<file path="src/rtl/rwin_pkg.sv">
package rwin_pkg;

    // default geometry
    localparam int DEF_NUM_REGS   = 256;
    localparam int DEF_FRAME_REGS = 16;
    localparam int DEF_DEPTH_W    = 8;

    typedef enum logic [2:0] {
        ST_RUN   = 3'd0,  // accepting call / return
        ST_OVF   = 3'd1,  // single-frame spill on overflow
        ST_UNF   = 3'd2,  // single-frame fill on underflow
        ST_DRAIN = 3'd3,  // task switch: spilling all frames
        ST_PARK  = 3'd4,  // drained, waiting for switch-in
        ST_LOAD  = 3'd5   // switch-in: reloading active frame
    } rwin_state_e;

    typedef enum logic [2:0] {
        OP_NONE      = 3'd0,
        OP_PUSH      = 3'd1,  // pointer down, one more resident
        OP_PUSH_ROLL = 3'd2,  // pointer down, oldest moved to memory
        OP_POP       = 3'd3,  // pointer up, one less resident
        OP_POP_FILL  = 3'd4,  // pointer up, one frame back from memory
        OP_EVICT     = 3'd5,  // drain step: resident to memory
        OP_LOAD      = 3'd6   // switch-in: reseed counters
    } rwin_op_e;

    typedef struct packed {
        logic full;       // resident count at its ceiling
        logic single;     // exactly one frame resident
        logic mem_empty;  // nothing held in memory
    } rwin_flags_t;

endpackage

</file>
<file path="src/rtl/rwin_track.sv">
module rwin_track
    import rwin_pkg::*;
#(
    parameter int PTR_W   = 4,
    parameter int RES_W   = 5,
    parameter int DEPTH_W = 8,
    parameter int MAX_RES = 15
) (
    input  logic               clk,
    input  logic               rst,
    input  rwin_op_e           op,
    input  logic [DEPTH_W-1:0] load_depth,
    output logic [PTR_W-1:0]   cwp,
    output logic [RES_W-1:0]   res_cnt,
    output logic [DEPTH_W-1:0] mem_cnt,
    output rwin_flags_t        flags
);

    always_ff @(posedge clk) begin
        if (rst) begin
            cwp     <= '0;
            res_cnt <= RES_W'(1);
            mem_cnt <= '0;
        end else begin
            case (op)
                OP_PUSH: begin
                    cwp     <= cwp - PTR_W'(1);
                    res_cnt <= res_cnt + RES_W'(1);
                end
                OP_PUSH_ROLL: begin
                    cwp     <= cwp - PTR_W'(1);
                    mem_cnt <= mem_cnt + DEPTH_W'(1);
                end
                OP_POP: begin
                    cwp     <= cwp + PTR_W'(1);
                    res_cnt <= res_cnt - RES_W'(1);
                end
                OP_POP_FILL: begin
                    cwp     <= cwp + PTR_W'(1);
                    mem_cnt <= mem_cnt - DEPTH_W'(1);
                end
                OP_EVICT: begin
                    res_cnt <= res_cnt - RES_W'(1);
                    mem_cnt <= mem_cnt + DEPTH_W'(1);
                end
                OP_LOAD: begin
                    res_cnt <= RES_W'(1);
                    mem_cnt <= (load_depth == '0) ? '0 : load_depth - DEPTH_W'(1);
                end
                default: ;
            endcase
        end
    end

    always_comb begin
        flags.full      = (res_cnt == RES_W'(MAX_RES));
        flags.single    = (res_cnt == RES_W'(1));
        flags.mem_empty = (mem_cnt == '0);
    end

endmodule

</file>
<file path="src/rtl/rwin_seq.sv">
module rwin_seq
    import rwin_pkg::*;
(
    input  logic        clk,
    input  logic        rst,
    input  logic        call,
    input  logic        ret,
    input  logic        sw_out,
    input  logic        sw_in,
    input  logic        done,
    input  rwin_flags_t flags,
    output rwin_state_e state,
    output rwin_op_e    op
);

    rwin_state_e nxt;

    always_comb begin
        nxt = state;
        op  = OP_NONE;
        case (state)
            ST_RUN: begin
                if (sw_out) begin
                    nxt = ST_DRAIN;
                end else if (call) begin
                    if (flags.full) nxt = ST_OVF;
                    else            op  = OP_PUSH;
                end else if (ret) begin
                    if (!flags.single)        op  = OP_POP;
                    else if (!flags.mem_empty) nxt = ST_UNF;
                end
            end
            ST_OVF: if (done) begin
                op  = OP_PUSH_ROLL;
                nxt = ST_RUN;
            end
            ST_UNF: if (done) begin
                op  = OP_POP_FILL;
                nxt = ST_RUN;
            end
            ST_DRAIN: if (done) begin
                op = OP_EVICT;
                if (flags.single) nxt = ST_PARK;
            end
            ST_PARK: if (sw_in) begin
                op  = OP_LOAD;
                nxt = ST_LOAD;
            end
            ST_LOAD: if (done) nxt = ST_RUN;
            default: nxt = ST_RUN;
        endcase
    end

    always_ff @(posedge clk) begin
        if (rst) state <= ST_RUN;
        else     state <= nxt;
    end

endmodule

</file>
<file path="src/rtl/rwin_frame_sel.sv">
module rwin_frame_sel
    import rwin_pkg::*;
#(
    parameter int PTR_W = 4,
    parameter int RES_W = 5
) (
    input  rwin_state_e      state,
    input  logic [PTR_W-1:0] cwp,
    input  logic [RES_W-1:0] res_cnt,
    output logic [PTR_W-1:0] frame,
    output logic             spill_req,
    output logic             fill_req
);

    logic [PTR_W-1:0] oldest;

    always_comb begin
        oldest    = cwp + PTR_W'(res_cnt - RES_W'(1));
        spill_req = (state == ST_OVF) || (state == ST_DRAIN);
        fill_req  = (state == ST_UNF) || (state == ST_LOAD);
        case (state)
            ST_OVF, ST_DRAIN: frame = oldest;
            ST_UNF:           frame = cwp + PTR_W'(1);
            default:          frame = cwp;
        endcase
    end

endmodule

</file>
<file path="src/rtl/rwin_ctrl.sv">
module rwin_ctrl
    import rwin_pkg::*;
#(
    parameter int NUM_REGS   = DEF_NUM_REGS,
    parameter int FRAME_REGS = DEF_FRAME_REGS,
    parameter int DEPTH_W    = DEF_DEPTH_W,
    localparam int NUM_FRAMES = NUM_REGS / FRAME_REGS,
    localparam int PTR_W      = $clog2(NUM_FRAMES),
    localparam int RES_W      = $clog2(NUM_FRAMES + 1),
    localparam int MAX_RES    = NUM_FRAMES - 1
) (
    input  logic               clk,
    input  logic               rst,
    input  logic               call_i,
    input  logic               ret_i,
    input  logic               switch_out_i,
    input  logic               switch_in_i,
    input  logic [DEPTH_W-1:0] restore_depth_i,
    input  logic               xfer_done_i,
    output logic [PTR_W-1:0]   cwp_o,
    output logic               spill_req_o,
    output logic               fill_req_o,
    output logic [PTR_W-1:0]   xfer_frame_o,
    output logic               stall_o,
    output logic               saved_valid_o,
    output logic [DEPTH_W-1:0] saved_depth_o
);

    rwin_state_e        state;
    rwin_op_e           op;
    rwin_flags_t        flags;
    logic [RES_W-1:0]   res_cnt;
    logic [DEPTH_W-1:0] mem_cnt;

    rwin_seq seq_i (
        .clk    (clk),
        .rst    (rst),
        .call   (call_i),
        .ret    (ret_i),
        .sw_out (switch_out_i),
        .sw_in  (switch_in_i),
        .done   (xfer_done_i),
        .flags  (flags),
        .state  (state),
        .op     (op)
    );

    rwin_track #(
        .PTR_W   (PTR_W),
        .RES_W   (RES_W),
        .DEPTH_W (DEPTH_W),
        .MAX_RES (MAX_RES)
    ) track_i (
        .clk        (clk),
        .rst        (rst),
        .op         (op),
        .load_depth (restore_depth_i),
        .cwp        (cwp_o),
        .res_cnt    (res_cnt),
        .mem_cnt    (mem_cnt),
        .flags      (flags)
    );

    rwin_frame_sel #(
        .PTR_W (PTR_W),
        .RES_W (RES_W)
    ) sel_i (
        .state     (state),
        .cwp       (cwp_o),
        .res_cnt   (res_cnt),
        .frame     (xfer_frame_o),
        .spill_req (spill_req_o),
        .fill_req  (fill_req_o)
    );

    assign stall_o       = spill_req_o | fill_req_o;
    assign saved_valid_o = (state == ST_PARK);
    assign saved_depth_o = mem_cnt;

endmodule

</file>
<file path="config.mk">
export PLATFORM = sky130hd
export DESIGN_NAME = rwin_ctrl
export DESIGN_NICKNAME = d
export VERILOG_FILES = /design/src/rtl/rwin_pkg.sv /design/src/rtl/rwin_track.sv /design/src/rtl/rwin_seq.sv /design/src/rtl/rwin_frame_sel.sv /design/src/rtl/rwin_ctrl.sv
export SDC_FILE = /design/constraint.sdc
export NUM_CORES = 1
export LEC_CHECK = 0
export ABC_AREA = 1
export BUFFER_PORTS_ARGS = -buffer_cell sky130_fd_sc_hd__buf_2
export CAP_MARGIN = 20
export CORE_MARGIN = 1.5
export CORE_UTILIZATION = 52
export CTS_CLUSTER_DIAMETER = 100
export DETAILED_ROUTE_END_ITERATION = 16
export HOLD_SLACK_MARGIN = 0.05
export PLACE_DENSITY_LB_ADDON = 0.25
export SLEW_MARGIN = 20
export SYNTH_ARGS = -nofsm -noshare
export SYNTH_HDL_FRONTEND = slang
export SYNTH_HIERARCHICAL = 1
export SYNTH_SLANG_ARGS = --single-unit
</file>
<file path="constraint.sdc">
create_clock -name clk -period 2.7 [get_ports clk]
set_clock_uncertainty 0.05 [all_clocks]
set_input_delay 0 -clock clk [delete_from_list [all_inputs] [get_ports clk]]
set_output_delay 0 -clock clk [all_outputs]
set_load 0.005 [all_outputs]
</file>
==> results.toml <==
[timing]
max_freq_ghz = 0.360
grt_setup_unrepaired = "yes"
period_needed_ns = 2.78
setup_viol = 3
relSlewSlack_pct = 64.3
period_share_pct = 103
finalHoldViolCount = 0
slew_viol_final = 0
setup_ws_ns = -0.0766
setup_tns_ns = -0.134
worstMarginPinSlew_ns = 0.533

[setup_path]
cpMaxStageDelayCell = "dfxtp_4"
cp.required_ns = 2.86
r2r_cells = 20
end_kind = "flop"
slowest_delay_ns = 0.37
r2r-start = "track_i/res_cnt[1]"
worstSetupPathType = "flop to flop"
cp-start-kind = "flop"
r2r_setup_slack_ns = -0.08
path_cells = "ha_4 > nand2_2 > nor2_2 > ha_2 > inv_2 > nand3_2 > o211ai_1 > nand3_2 > nand2_4 > nand2_4 > nand2_4 > inv_2 > ha_4 > inv_2 > nand2_2 > nand3_2 > nor2_1 > o21ai_1 > nand3_1 > a21oi_2"
critPathArrivalTime_ns = 2.93
cp_max_fo = 5
path_depth = 20
path_delay_family = "simple AND/OR/NAND/NOR gates"
regToRegEndpoint = "track_i/mem_cnt[4]"
endpoint = "track_i/mem_cnt[4]"
worstSetupStartpoint = "track_i/res_cnt[1]"
worst-path-buf-inv = 3

[global_route]
grt_max_degree = 17
grt-ovfl-total = 0
grt_use_total_pct = 24.3
grt_pass1_wl_mm = 8.81
antenna_found_initial = 0
grt_pass1_vias = 2175

[routing]
drc = 0
post_drt_wl_per_cell_um = 12.3
routed_wl_mm = 5.79
drtIter0Drc = 132
vias_per_cell = 5.28
antenna_left = 0
vias = 2485
dr.pass1.iters = 4

[final_layout]
multi_input_area_um2 = 1700
final_util_pct = 70.8
nFillCells = 343
syn_to_final_growth_pct = 28.6
antenna_cells = 0
seq_area_um2 = 409
final_nets = 453
final_layout_size_suffix_gt1_share_pct = 32.5
layout.cells.non_filler = 471

[die]
die_x_um = 68.5
core_area_um2 = 4060
die_h_um = 68.5
die-area_um2 = 4700
row_count = 23
start_util_pct = 55.0
io_pins = 35

[synthesis]
synth_area_leader_cell = "dfxtp_1"
ys_types = 37
ys.flop_type = "dfxtp_1"
synth_fp_nets = 390
syn-instance-count = 359
ys_seq_elements = 20
async_flop_share_pct = 0
synth_area_per_cell_um2 = 6.22
synth.yosys.seq_area_share_pct = 17.9
synth_area_leaders = "dfxtp_1 18%, nand2_1 12%, inv_1 9.9%"
netlist_area_um2 = 2230
yosys_warnings = 6
synth_top_area_share_pct = 17.9
synth_edf_count = 0

[outcome]
failed_checks = "negative setup slack"
status = "complete, but fails checks"

[power]
p_sw_share_pct = 53.3
intPower_mw = 1.89
fin_total_pwr_mw = 4.06
pwr-share-clk_pct = 6.0
ir_drop_mv = 0.904
seqPwrFrac_pct = 16.3
cellPowerDensity_nw_per_um2 = 1410
power_leakage_nw = 1.46
comb_power_share_pct = 77.7
p_switching_mw = 2.16

[place]
pre_cts_ws_ns = -0.00165
placedCellCount = 457
numPortBuffers = 34
hpwl_mm = 4.22
place_congestion = 0.938

[run]
cap_viol_max_count = 0

[clocking]
cts_buffers = 3
cts-root-buf = "clkbuf_8"
cts_tree = "built"
clk_pin_slew_ns = 0.08
htreeDepth = 1
cts_sinks = 20
cts_buffer_depth = 2
insertion_delay_ns = 0.27

[worst_hold_path]
hp-class = "input pin to flop"
hold_start = "switch_out_i"
flip-flops by register name (all words and copies together), names as in the netlist:
register and flops:
seq_i/state 3, track_i/cwp 4, track_i/mem_cnt 8, track_i/res_cnt 5
layout by cell type, fill, tap and decap left out, types with 9 or more instances in the layout:
master,netlist,final
nor2_1,30,26
o21ai_0,27,23
nand2_1,72,67
dfxtp_1,20,17
ha_1,14,9
a21oi_1,20,18
nand2_2,14,17
inv_1,59,54
buf_2,0,34
inv_2,7,12
nand3_1,34,28
buf_4,0,23
synth_stat cells, types with 4 or more instances:
cell,number
a21oi_1,20
a31oi_1,5
dfxtp_1,20
ha_1,14
inv_1,59
inv_2,7
nand2_1,72
nand2_2,14
nand2_4,4
nand3_1,34
nand3_2,5
nor2_1,30
o211ai_1,4
o21ai_0,27
o21ai_1,4
xnor2_1,4
xor2_1,6
power by group through the flow:
stage          Clock (mW)  Sequential, mW  Combinational (mW)
2_1_floorplan           0           0.618                2.02
3_3_place_gp            0           0.627                2.64
3_5_place_dp            0           0.632                2.70
4_1_cts             0.244           0.627                2.74
5_1_grt             0.261           0.688                3.55
6_report            0.243           0.661                3.15
worst register-to-register path: cells and delay by family (launching register included):
kind / cells / cell delay [ns]
DFF: 1 / 0.37
AOI/OAI and AO/OA: 3 / 0.59
and+or+nand+nor: 11 / 1.07
buffers and inverters: 3 / 0.15
adders and majority gates: 3 / 0.47
metrics by stage:
stage | hold slack (ns) | cell area [um2]
after floorplan | 0.0191 | 2230
after global placement | 0.169 | 2560
after detailed placement | 0.172 | 2560
after CTS | 0.132 | 2660
after global routing | 0.157 | 2870
final | 0.116 | 2870
layout make-up:
cell class	count	area share (%)
multi-input combinational	268	59.0
clock buffer	4	1.92
tap	50	2.18
timing repair buffer	62	13.9
sequential	20	14.2
inverter	67	8.75
cell families (layout without fill, tap and decap cells):
| family | count (synthesis) | after routing | share of synthesized area, % |
|---|---|---|---|
| XOR/XNOR | 10 | 10 | 3.92 |
| AND/OR/NAND/NOR | 173 | 173 | 37.4 |
| AO/OA/AOI/OAI | 69 | 69 | 18.1 |
| flip-flops | 20 | 20 | 17.9 |
| adder cells (fa/ha/maj) | 16 | 16 | 9.64 |
| buffers and inverters | 71 | 133 | 13.0 |
how the worst min path moves through the flow:
stage	to	slack, ns	cells past startpoint
floorplan	track_i/res_cnt[1]	0.02	1
global placement	track_i/res_cnt[1]	0.17	2
detailed placement	track_i/res_cnt[1]	0.17	2
CTS	seq_i/state[1]	0.13	5
global route	track_i/mem_cnt[3]	0.16	4
finish	seq_i/state[1]	0.12	5
layer usage:
layer / GRT usage [%] / vias to the layer above / wire length (um)
li1: - / 1276 / -
met4: 4.25 / 0 / 92
met1: 27.3 / 1134 / 2440
met5: 0 / - / 0
met3: 4.22 / 10 / 251
met2: 47.4 / 65 / 3000
repair_timing:
| action | in CTS | in global routing |
|---|---|---|
| pin swaps | 1 | 25 |
| hold buffers | 3 | 0 |
| endpoints found under the hold margin | 6 | 0 |
| resized for setup | 3 | 46 |
| buffers inserted | 0 | 7 |
| setup endpoints to repair | 3 | 9 |
Power figures use the tool's default switching activity.
